===== src/rtl/io_lane_pkg.sv =====
// Package: shared lane count and access classification types for the
// I/O slave byte-lane steering block. Assumes a four-lane data bus.
package io_lane_pkg;

    localparam int unsigned LANES = 4;

    typedef enum logic [2:0] {
        ACC_NONE    = 3'd0,
        ACC_DWORD   = 3'd1,
        ACC_WORD_LO = 3'd2,
        ACC_WORD_HI = 3'd3,
        ACC_BYTE    = 3'd4
    } acc_kind_e;

    typedef struct packed {
        acc_kind_e   kind;
        logic        legal;
        logic [1:0]  byte_idx;
    } acc_info_t;

endpackage


===== src/rtl/io_be_classify.sv =====
// Module: io_be_classify
// Classifies an active-low byte-enable pattern into an access size and
// decides legality from the I/O width mode and the PROM region flag.
// Assumes four lanes; purely combinational.
module io_be_classify
    import io_lane_pkg::*;
(
    input  logic [LANES-1:0] be_n,
    input  logic             mode32,
    input  logic             prom_hit,
    output acc_info_t        info
);

    // Map the pattern to a size class, then gate legality by mode and region.
    always_comb begin
        info.kind     = ACC_NONE;
        info.legal    = 1'b0;
        info.byte_idx = 2'd0;
        case (be_n)
            4'b0000: begin
                info.kind  = ACC_DWORD;
                info.legal = mode32;
            end
            4'b1100: begin
                info.kind  = ACC_WORD_LO;
                info.legal = !mode32;
            end
            4'b0011: begin
                info.kind  = ACC_WORD_HI;
                info.legal = !mode32;
            end
            4'b1110: begin
                info.kind     = ACC_BYTE;
                info.byte_idx = 2'd0;
                info.legal    = !mode32 && prom_hit;
            end
            4'b1101: begin
                info.kind     = ACC_BYTE;
                info.byte_idx = 2'd1;
                info.legal    = !mode32 && prom_hit;
            end
            4'b1011: begin
                info.kind     = ACC_BYTE;
                info.byte_idx = 2'd2;
                info.legal    = !mode32 && prom_hit;
            end
            4'b0111: begin
                info.kind     = ACC_BYTE;
                info.byte_idx = 2'd3;
                info.legal    = !mode32 && prom_hit;
            end
            default: begin
                info.kind  = ACC_NONE;
                info.legal = 1'b0;
            end
        endcase
    end

endmodule


===== src/rtl/io_rd_lane_mux.sv =====
// Module: io_rd_lane_mux
// Builds the read-data lanes: each output lane picks a source byte of the
// register doubleword or zero. Upper-half accesses are mirrored into the
// low half and single bytes into their partner lane. Combinational.
module io_rd_lane_mux
    import io_lane_pkg::*;
#(
    parameter int unsigned BYTE_W = 8
) (
    input  acc_info_t                info,
    input  logic [LANES*BYTE_W-1:0]  reg_rdata,
    output logic [LANES*BYTE_W-1:0]  rd_bus
);

    for (genvar g = 0; g < LANES; g++) begin : gen_lane
        localparam logic [1:0] LANE_ID = 2'(g);
        logic       lane_en;
        logic [1:0] lane_src;

        // Choose whether this lane is driven and from which source byte.
        always_comb begin
            lane_en  = 1'b0;
            lane_src = LANE_ID;
            case (info.kind)
                ACC_DWORD: begin
                    lane_en  = 1'b1;
                    lane_src = LANE_ID;
                end
                ACC_WORD_LO: begin
                    lane_en  = !LANE_ID[1];
                    lane_src = LANE_ID;
                end
                ACC_WORD_HI: begin
                    lane_en  = 1'b1;
                    lane_src = LANE_ID | 2'b10;
                end
                ACC_BYTE: begin
                    lane_en  = info.byte_idx[1] || !LANE_ID[1];
                    lane_src = info.byte_idx;
                end
                default: begin
                    lane_en  = 1'b0;
                    lane_src = LANE_ID;
                end
            endcase
            if (!info.legal) begin
                lane_en = 1'b0;
            end
        end

        // Drive the lane with the selected byte or zero.
        always_comb begin
            rd_bus[g*BYTE_W +: BYTE_W] = lane_en
                ? reg_rdata[lane_src*BYTE_W +: BYTE_W]
                : '0;
        end
    end

endmodule


===== src/rtl/io_wr_lane_mask.sv =====
// Module: io_wr_lane_mask
// Derives per-byte write strobes from the byte enables and masks the write
// lanes so that inactive lanes read as zero. Illegal accesses strobe nothing.
module io_wr_lane_mask
    import io_lane_pkg::*;
#(
    parameter int unsigned BYTE_W = 8
) (
    input  logic [LANES-1:0]         be_n,
    input  logic                     legal,
    input  logic [LANES*BYTE_W-1:0]  bus_wdata,
    output logic [LANES-1:0]         strb,
    output logic [LANES*BYTE_W-1:0]  wdata_masked
);

    for (genvar g = 0; g < LANES; g++) begin : gen_lane
        // Strobe a lane when the access is legal and its enable is active.
        always_comb begin
            strb[g] = legal && !be_n[g];
        end

        // Pass the bus byte only on strobed lanes.
        always_comb begin
            wdata_masked[g*BYTE_W +: BYTE_W] = strb[g]
                ? bus_wdata[g*BYTE_W +: BYTE_W]
                : '0;
        end
    end

endmodule


===== src/rtl/io_lane_steer.sv =====
// Module: io_lane_steer (top)
// Data-phase handler for I/O target accesses on a multiplexed 32-bit bus.
// Classifies the byte enables, steers read data with lane copies, masks
// write data, and registers all results one cycle after the data phase.
// Assumes the register file presents the addressed doubleword on reg_rdata
// in the same cycle as access_valid.
module io_lane_steer
    import io_lane_pkg::*;
#(
    parameter int unsigned BYTE_W = 8
) (
    input  logic                    clk,
    input  logic                    rst_n,
    input  logic                    access_valid,
    input  logic                    is_write,
    input  logic                    mode32,
    input  logic                    prom_hit,
    input  logic [LANES-1:0]        be_n,
    input  logic [LANES*BYTE_W-1:0] reg_rdata,
    input  logic [LANES*BYTE_W-1:0] bus_wdata,
    output logic [LANES*BYTE_W-1:0] ad_out,
    output logic                    ad_oe,
    output logic [LANES-1:0]        wr_strb,
    output logic [LANES*BYTE_W-1:0] wr_data,
    output logic                    access_ok,
    output logic                    access_err
);

    localparam int unsigned DATA_W = LANES * BYTE_W;

    acc_info_t          info;
    logic [DATA_W-1:0]  rd_bus;
    logic [LANES-1:0]   strb_c;
    logic [DATA_W-1:0]  wdata_c;

    io_be_classify u_classify (
        .be_n     (be_n),
        .mode32   (mode32),
        .prom_hit (prom_hit),
        .info     (info)
    );

    io_rd_lane_mux #(.BYTE_W(BYTE_W)) u_rd_mux (
        .info      (info),
        .reg_rdata (reg_rdata),
        .rd_bus    (rd_bus)
    );

    io_wr_lane_mask #(.BYTE_W(BYTE_W)) u_wr_mask (
        .be_n         (be_n),
        .legal        (info.legal),
        .bus_wdata    (bus_wdata),
        .strb         (strb_c),
        .wdata_masked (wdata_c)
    );

    // Register the steered results of the data phase; idle cycles clear them.
    always_ff @(posedge clk) begin
        if (!rst_n) begin
            ad_out     <= '0;
            ad_oe      <= 1'b0;
            wr_strb    <= '0;
            wr_data    <= '0;
            access_ok  <= 1'b0;
            access_err <= 1'b0;
        end else if (access_valid) begin
            ad_out     <= is_write ? '0 : rd_bus;
            ad_oe      <= !is_write;
            wr_strb    <= is_write ? strb_c : '0;
            wr_data    <= is_write ? wdata_c : '0;
            access_ok  <= info.legal;
            access_err <= !info.legal;
        end else begin
            ad_out     <= '0;
            ad_oe      <= 1'b0;
            wr_strb    <= '0;
            wr_data    <= '0;
            access_ok  <= 1'b0;
            access_err <= 1'b0;
        end
    end

endmodule


===== config.mk =====
export PLATFORM = sky130hd
export DESIGN_NAME = io_lane_steer
export DESIGN_NICKNAME = d
export VERILOG_FILES = /design/src/rtl/io_lane_pkg.sv /design/src/rtl/io_be_classify.sv /design/src/rtl/io_rd_lane_mux.sv /design/src/rtl/io_wr_lane_mask.sv /design/src/rtl/io_lane_steer.sv
export SDC_FILE = /design/constraint.sdc
export NUM_CORES = 1
export LEC_CHECK = 0
export BUFFER_PORTS_ARGS = -buffer_cell sky130_fd_sc_hd__buf_2
export CAP_MARGIN = 20
export CORE_ASPECT_RATIO = 0.7
export CORE_MARGIN = 2
export CORE_UTILIZATION = 50
export CTS_CLUSTER_SIZE = 30
export DETAILED_ROUTE_END_ITERATION = 6
export PLACE_DENSITY = 0.88
export RECOVER_POWER = 25
export SYNTH_ARGS = -nofsm -noshare
export SYNTH_HDL_FRONTEND = slang
export SYNTH_HIERARCHICAL = 1
export SYNTH_SLANG_ARGS = --single-unit
export TNS_END_PERCENT = 10

===== constraint.sdc =====
create_clock -name clk -period 4.16 [get_ports clk]
set_input_delay 0.832 -clock clk [delete_from_list [all_inputs] [get_ports clk]]
set_output_delay 0.832 -clock clk [all_outputs]
set_load 0.02 [all_outputs]

* Yosys cells after proc, flatten, opt, wreduce, memory -nomap -nowiden
Index checks and enable logic that the tools add are counted.
Storage, ports and cells: bits in registers 71, word-level logic and storage cells 62, output and inout bits 71
Cells by class: shift operators 4, equal/unequal tests 10, reduce and logical (&&, ||, !) cells 24, mux-type cells 10, bitwise logic cells 4
Operators with widths (number):
- $shiftx 32x6->8 | 4
- $eq 4x4->1 const B | 4
- $pmux 4 s4 | 1
- $reduce_and 4->1 | 4
- $reduce_or 4->1 | 4
- $pmux 2 s2 | 2
- $logic_not 1->1 | 7
- $eq 3x2->1 const B | 2
- $pmux 2 s3 | 1
- $logic_and 1x1->1 | 5
- $eq 4x2->1 const B | 1
- $eq 4x3->1 const B | 1
- $logic_not 4->1 | 1
- $mux 2 | 2
- $not 1->1 | 4
- $eq 3x1->1 const B | 1
- $eq 3x3->1 const B | 1
- $mux 1 | 3
- $reduce_and 3->1 | 1
- $pmux 1 s2 | 1
- $reduce_and 2->1 | 1
- $reduce_or 2->1 | 1

* Longest topological paths before layout
Gate-level depths: netlist of the first run.
depth after elaboration 9, gate-level depth with buffers 11, mapped depth without buffers 8

* Modules after synthesis
The synthesis of the first run kept the hierarchy.
By module, submodules not included:
- io_lane_steer | area an instance 2198.4 um^2, times used 1, cells each 163, seq. area each 1421.4 um^2
- io_rd_lane_mux | area an instance 742.0 um^2, times used 1, cells each 85, seq. area each 0.0 um^2
- io_wr_lane_mask | area an instance 352.8 um^2, times used 1, cells each 39, seq. area each 0.0 um^2
- io_be_classify | area an instance 160.2 um^2, times used 1, cells each 24, seq. area each 0.0 um^2

* Least setup slack after synthesis of the first run
OpenSTA, ideal clock, no wires.
path type input -> register, start point input be_n[1], end point register ad_out[4], buffers on the path 1, arrival 2.720 ns, cell stages on the path 7, setup slack 1.323 ns, cell sequence or2_2 -> a211oi_1 -> and4bb_2 -> o21ai_2 -> buf_2 -> o22ai_1 -> and4b_1
RTL lines:
- start: declaration | line io_lane_steer.sv:18 | input logic [LANES-1:0] be_n,
- end signal: assignment | line io_lane_steer.sv:67 | ad_out <= is_write ? '0 : rd_bus;
- end: declaration | line io_lane_steer.sv:21 | output logic [LANES*BYTE_W-1:0] ad_out,

==> impl_metrics.toml, run 1 <==
[yosys]
syn_avg_cell_area_um2 = 11.1
syn-num-nets = 385
synth_edf_count = 0
async_flop_share_pct = 0
seq_area_frac_synth_pct = 41.2
yosys_warnings = 6
synth-main-ff-cell = "dfxtp_1"
syn-instance-count = 311
synth-seq-cells = 71
ys_types = 37
synth_area_um2 = 3450

[clock_tree]
cts_sinks = 71
cts.reportedPaths.clkPinSlew_ns = 0.07
root_buffer = "clkbuf_8"
htreeDepth = 3
postCtsHoldBufs = 0
cts_setup_buffers = 0
post_cts_resized = 0
cts_buffer_depth = 2
cts_tree = "yes"
numCtsBuffers = 9

[sta]
fin_crit_ns = 3.15
whs_ns = 0.917
min_period_over_period_pct = 75.7
setup_viol = 0
relSlewSlack_pct = 33.6
slew_viol_final = 0
rsz0062_at_grt = "false"
fin_ws_ns = 1.01
hold_violations = 0
max_freq_mhz = 318
tightest_slew_ns = 0.996
setup_tns_ns = 0

[placement]
placed_area_um2 = 4130
place_ws_ns = 0.712
place_congestion = 0.780
place_inst = 520
numPortBuffers = 144
dp_hpwl_um = 6070

[floorplanning]
dieArea_um2 = 7600
row_count = 25
dieWidth_um = 103
die_h_um = 73.5
ios = 145
coreArea_um2 = 6730
start_util_pct = 51.3

[detailed_routing]
dr.pass1.iters = 6
vias = 2952
routedWlPerCell_um = 16.8
ant_nets = 0
drc = 0
finalWirelength_um = 8960
drt-initial-drc-count = 162
via_per_inst = 5.52

[outcome]
status = "finished clean"

[cells_and_area]
nets = 511
antenna_cells = 0
stdcell_area_um2 = 4280
syn_to_final_growth_pct = 23.9
final_common_cell = "buf_2"
layout_common_cells = "buf_2 (109), dfxtp_1 (71), and4_1 (36), clkbuf_1 (35)"
drive_gt1_share_pct = 39.7
final_cells = 535
final_util_pct = 63.6

[setup_path]
worstSetupStartpointType = "input pin"
crit_chain = "buf_2 -> or2_2 -> a211oi_1 -> or4b_1 -> buf_4 -> a2bb2oi_4 -> o22ai_1 -> and4b_1"
crit_fanout = 17
crit_arrival_ns = 3.37
worst-endpoint-required_ns = 4.38
max_stage_delay_ns = 0.66
worstSetupPathType = "input pin to flip-flop"
critPathSlowestCell = "a211oi_1"
end_kind = "flip-flop"

[job]
drv_cap = 0

[min_path]
hp-class = "input pin to flip-flop"

[power_and_ir_drop]
finalPower_mw = 1.41
irDropWorstVdd_uv = 162
powerDensity_nw_per_um2 = 328
power_leakage_nw = 2.05

[global_route]
grt_overflow = 0
grt_pass1_wl_um = 13800
grt_pass1_vias = 2736
grt_usage_pct = 23.8
antenna_found_initial = 0
grt_max_degree = 72
==> layout make-up <==
cell class              instances  area (um^2)
clock buffers                  11          151
repair buffers                150          722
multi-input cells             203         1810
inverters                       2         7.51
well taps                      94          118
clock inverters                 4         45.0
fillers                       549         2450
flip-flops and latches         71         1420
==> critical path: cells and delay by family <==
kind / cells / cell delay [ns]
simple gates: 3 / 0.80
buf+inv: 2 / 0.39
compound gates: 3 / 1.34
==> worst paths after layout <==
check / startpoint / to / cells after the start
max: be_n[1] / ad_out[3] / 8
min: bus_wdata[26] / wr_data[26] / 3
==> synth_stat cells, types with 2 or more instances <==
cell type | n | area (um^2)
o22ai_2 | 10 | 125
clkbuf_2 | 6 | 30.0
o21ai_2 | 2 | 17.5
buf_4 | 2 | 15.0
nor2b_1 | 6 | 37.5
o22ai_1 | 6 | 37.5
nand2_1 | 4 | 15.0
and3b_2 | 26 | 260
buf_2 | 20 | 100
maj3_2 | 2 | 22.5
dfxtp_1 | 71 | 1420
o21ai_0 | 2 | 10.0
a21oi_1 | 18 | 90.1
buf_6 | 6 | 67.6
xor2_1 | 2 | 17.5
and4_1 | 36 | 315
inv_1 | 2 | 7.51
and4b_1 | 32 | 320
mux2i_1 | 32 | 320
and3b_1 | 9 | 78.8
==> layer usage <==
| metal | share of wire [%] | vias up | track usage, % |
|---|---|---|---|
| li1 | - | 1448 | - |
| met1 | 45 | 1371 | 32.3 |
| met2 | 45 | 118 | 35.4 |
| met3 | 7.5 | 15 | 7.90 |
| met4 | 1.9 | 0 | 8.63 |
| met5 | 0 | - | 0 |
==> power by group <==
group          switching, mW  total (mW)  internal, mW  leakage (nW)
Clock                  0.235       0.538         0.303         0.105
Combinational          0.106       0.183        0.0767          1.38
Sequential           0.00108       0.684         0.683         0.572
==> sequential cells by signal, summed over array words and instances (netlist names) <==
| register | cells |
|---|---|
| ad_out | 32 |
| wr_data | 32 |
| wr_strb | 4 |
| access_err | 1 |
| access_ok | 1 |
| ad_oe | 1 |
==> cells by family after synthesis <==
group	share of synthesized area [%]
simple gates	32.2
flops	41.2
compound gates	9.49
buf+inv	6.49
mux	9.28
xor+xnor	0.761
fa+ha+maj	0.652
No activity file was read; power rests on OpenSTA's default activity.
==> inputs of run 2 (changes only) <==
ABC_AREA = 1   (was default)
CORE_UTILIZATION = 48   (was 50)
PLACE_DENSITY = 0.85   (was 0.88)
clock period = 3.15 ns   (was 4.16 ns; I/O delays follow)
==> impl_metrics.toml, run 2 <==
[outcome]
status = "finished with violations"
violations = "max-capacitance violations, max-slew violations"

[clock_tree]
numCtsBuffers = 9
cts_setup_buffers = 0
cts.reportedPaths.clkPinSlew_ns = 0.08
cts_buffer_depth = 2
postCtsHoldBufs = 0
cts_sinks = 71
post_cts_resized = 0
cts_tree = "yes"
htreeDepth = 3
root_buffer = "clkbuf_8"

[setup_path]
worst-endpoint-required_ns = 3.39
end_kind = "flip-flop"
crit_chain = "buf_2 -> nand2_1 -> inv_1 -> nand3_1 -> nand2_2 -> nand2_1 -> nand2_1 -> inv_1 -> a21oi_2 -> nand2_1 -> inv_1 -> inv_1 -> nor2_1"
max_stage_delay_ns = 0.58
crit_path_start = "be_n[0]"
crit_arrival_ns = 2.73
path_delay_family = "simple AND/OR/NAND/NOR gates"
crit_fanout = 16
critPathSlowestCell = "a21oi_2"
worstSetupPathType = "input pin to flip-flop"
worstSetupStartpointType = "input pin"
critPathBufInv = 5

[cells_and_area]
drive_gt1_share_pct = 20.5
stdcell_area_um2 = 4350
syn_to_final_growth_pct = 26.7
final_util_pct = 63.5
final_cells = 787
layout_common_cells = "nor2_1 (138), inv_1 (136), buf_2 (110), nand2_1 (96), dfxtp_1 (71)"
final_common_cell = "nor2_1"
nets = 762
antenna_cells = 0
reg_top3 = "ad_out: 32 flops, wr_data: 32 flops, wr_strb: 4 flops"

[placement]
place_congestion = 0.923
numPortBuffers = 144
placed_area_um2 = 4200
place_ws_ns = 0.429
place_inst = 771
dp_hpwl_um = 7010

[yosys]
synth.top_cells.by_area = "dfxtp_1 (41%), nor2_1 (15%), inv_1 (15%)"
syn_avg_cell_area_um2 = 6.22
synth-seq-cells = 71
synth_area_um2 = 3440
syn-num-nets = 626
syn-instance-count = 552
synth_edf_count = 0
ys_types = 19
seq_area_frac_synth_pct = 41.4
async_flop_share_pct = 0
yosys_warnings = 6
synth_area_leader_cell = "dfxtp_1"
synth.top_cell.area_share_pct = 41.4
synth.most_common_cell = "nor2_1"
yosys-top-cells-count = "nor2_1 (138), inv_1 (136), nand2_1 (96), dfxtp_1 (71), nand3_1 (39)"
synth-main-ff-cell = "dfxtp_1"

[sta]
max_freq_mhz = 402
rsz0062_at_grt = "false"
relSlewSlack_pct = -0.709
fin_crit_ns = 2.49
setup_viol = 0
whs_ns = 0.571
min_period_over_period_pct = 79.0
tightest_slew_ns = 1.51
slew_viol_final = 34
hold_violations = 0
setup_tns_ns = 0
fin_ws_ns = 0.662

[detailed_routing]
dr_wl_met3_um = 938
highest_layer = "met4"
met2_length_um = 4430
finalWirelength_um = 9460
drt-initial-drc-count = 301
wl_met1_um = 4050
vias = 3685
ant_nets = 0
drc = 0
via_per_inst = 4.68
routedWlPerCell_um = 12.0
dr.pass1.iters = 5

[min_path]
hold_path_end = "access_err"
hp-class = "input pin to flip-flop"
hold_depth = 3
worstHoldStart = "access_valid"

[global_route]
antenna_found_initial = 0
grt_pass1_vias = 3273
grt_usage_pct = 23.8
grt_pass1_wl_um = 14900
grt_max_degree = 37
grt_overflow = 0

[power_and_ir_drop]
finalPower_mw = 1.92
irDropWorstVdd_uv = 208
powerDensity_nw_per_um2 = 442
power_leakage_nw = 2.33

[job]
drv_cap = 1

[floorplanning]
row_count = 25
coreArea_um2 = 6850
die_h_um = 74.8
ios = 145
dieArea_um2 = 7860
dieWidth_um = 105
start_util_pct = 50.2
==> run 2: changes by cell type in the layout (fill, tap and decap cells not counted), sizes merged, moves of 35 or more <==
cell / change
and3b: -35
and4: -36
nand2: +98
nand3: +39
inv: +136
nor2: +138
==> run 2: how the worst max path moves through the flow <==
stage | end | cells past startpoint
3_3_place_gp | ad_out[29] | 13
4_1_cts | ad_out[25] | 13
3_5_place_dp | ad_out[25] | 13
5_1_grt | ad_out[25] | 13
2_1_floorplan | ad_out[22] | 14
6_report | ad_out[25] | 13
==> run 2: cell type report <==
| cell class | count | area (um^2) |
|---|---|---|
| timing repair buffer | 150 | 719 |
| clock buffer | 10 | 128 |
| sequential | 71 | 1420 |
| fill | 674 | 2500 |
| inverter | 137 | 514 |
| tap | 94 | 118 |
| clock inverter | 6 | 70.1 |
| multi-input combinational | 319 | 1380 |
==> run 2: power by group <==
group	switching [mW]	total, mW	internal, mW
combinational	0.194	0.294	0.101
clock	0.349	0.720	0.372
sequential	0.00251	0.908	0.905
total	0.545	1.92	1.38
==> run 2: kinds of logic (layout without fill, tap and decap cells) <==
family,Yosys count,in the layout,share of synthesized area (%)
AND/OR/NAND/NOR,315,315,39.2
buffers and inverters,162,303,18.6
AO/OA/AOI/OAI,4,4,0.874
flip-flops,71,71,41.4
==> run 2: layer usage <==
metal	vias to the layer above	GRT usage, %
li1	1889	-
met1	1592	31.8
met2	198	38.5
met3	6	7.10
met4	0	6.07
met5	-	0
==> inputs of run 3 (changes only) <==
CORE_UTILIZATION = 43   (was 48)
PLACE_DENSITY = 0.81   (was 0.85)
clock period = 2.1 ns   (was 3.15 ns; I/O delays follow)
==> impl_metrics.toml, run 3 (synthesis gave the netlist of run 2 again) <==
[outcome]
status = "finished clean"

[detailed_routing]
highest_layer = "met4"
dr.pass1.iters = 5
finalWirelength_um = 9580
via_per_inst = 4.58
drt-initial-drc-count = 303
dr_wl_met3_um = 635
drc = 0
wl_met1_um = 4550
vias = 3683
met2_length_um = 4260
routedWlPerCell_um = 11.9
ant_nets = 0

[global_route]
antenna_found_initial = 0
grt_pass1_vias = 3394
grt_pass1_wl_um = 15800
grt_usage_pct = 21.9
grt_overflow = 0
grt_max_degree = 37

[setup_path]
worstSetupStartpointType = "input pin"
worstSetupPathType = "input pin to flip-flop"
crit_arrival_ns = 2.05
worst-endpoint-required_ns = 2.34
endpoint = "ad_out[0]"
crit_path_start = "be_n[0]"
crit_fanout = 10
end_kind = "flip-flop"

[cells_and_area]
antenna_cells = 0
nets = 772
drive_gt1_share_pct = 21.9
reg_top3 = "ad_out: 32 flops, wr_data: 32 flops, wr_strb: 4 flops"
syn_to_final_growth_pct = 34.1
final_common_cell = "nor2_1"
final_cells = 804
layout_common_cells = "nor2_1 (138), inv_1 (136), buf_2 (110), nand2_1 (96), dfxtp_1 (71)"
final_util_pct = 59.1

[placement]
numPortBuffers = 144
place_inst = 788
dp_hpwl_um = 7210
place_congestion = 0.917

[clock_tree]
cts.reportedPaths.clkPinSlew_ns = 0.06
htreeDepth = 3
numCtsBuffers = 9
cts_buffer_depth = 2
cts_setup_buffers = 0
cts_sinks = 71
root_buffer = "clkbuf_16"
post_cts_resized = 0
cts_tree = "yes"
postCtsHoldBufs = 0

[sta]
min_period_over_period_pct = 85.9
setup_viol = 0
tightest_slew_ns = 0.719
max_freq_mhz = 554
hold_violations = 0
fin_crit_ns = 1.80
slew_viol_final = 0
rsz0062_at_grt = "false"
relSlewSlack_pct = 52.1

[floorplanning]
dieWidth_um = 111
coreArea_um2 = 7800
die_h_um = 78.8
start_util_pct = 44.0
ios = 145
row_count = 27
dieArea_um2 = 8730

[power_and_ir_drop]
power_leakage_nw = 2.45
irDropWorstVdd_uv = 514
powerDensity_nw_per_um2 = 735
finalPower_mw = 3.39

[job]
drv_cap = 0

[min_path]
hp-class = "input pin to flip-flop"
## run 3: cell count changes in the layout (fill, tap and decap cells not counted)
cell        previous run  this run
inv_6                  1         2
clkbuf_8               9         1
clkbuf_16              0         9
buf_12                 0         5
buf_4                  5        10
clkbuf_1              36        34
clkbuf_2               0         1
clkinvlp_4             0         2
clkinv_4               3         0
## run 3: how the worst min path moves through the flow
stage                             end  cells past startpoint          start  slack (ns)
final                     wr_data[28]                      5  bus_wdata[28]        0.38
after global routing        access_ok                      3   access_valid        0.38
after CTS                 wr_data[28]                      5  bus_wdata[28]        0.37
after detailed placement  wr_data[28]                      5  bus_wdata[28]        0.71
after global placement    wr_data[27]                      5  bus_wdata[27]        0.71
after floorplan            access_err                      2   access_valid        0.56
## run 3: metrics by stage
step	worst slack [ns]	cell area [um^2]	hold slack (ns)	TNS [ns]
after floorplan	0.291	3440	0.558	0
after global placement	0.0699	4350	0.707	0
after detailed placement	-0.0187	4350	0.711	-0.0236
after CTS	0.304	4650	0.370	0
after global routing	0.0957	4610	0.382	0
final	0.295	4610	0.376	0
## run 3: routing by layer
layer | GRT usage [%] | vias to the layer above
met4 | 6.50 | 0
met1 | 31.1 | 1610
li1 | - | 1913
met3 | 4.58 | 13
met2 | 33.7 | 147
met5 | 0 | -
## run 3: power breakdown
part	total, mW	internal (mW)	switching (mW)
Clock	1.54	0.958	0.585
Combinational	0.483	0.183	0.300
Sequential	1.36	1.36	0.00307
Total	3.39	2.50	0.887
## run 3: worst max-delay path: stages
cell	delay, ns
buf_2	0.12
nand2_1	0.12
inv_1	0.07
nand2_1	0.09
nand2_1	0.13
nor2_4	0.20
nand2_1	0.11
a21oi_2	0.25
buf_4	0.22
nand2_1	0.07
nor2_1	0.11
inv_1	0.05
nor2_1	0.10
## run 3: area by class of cell
class                   instances  area [um^2]
fillers                       792         3200
well taps                     101          126
inverters                     137          514
multi-input cells             319         1380
clock inverters                 6         67.6
repair buffers                160          858
clock buffers                  10          239
flip-flops and latches         71         1420
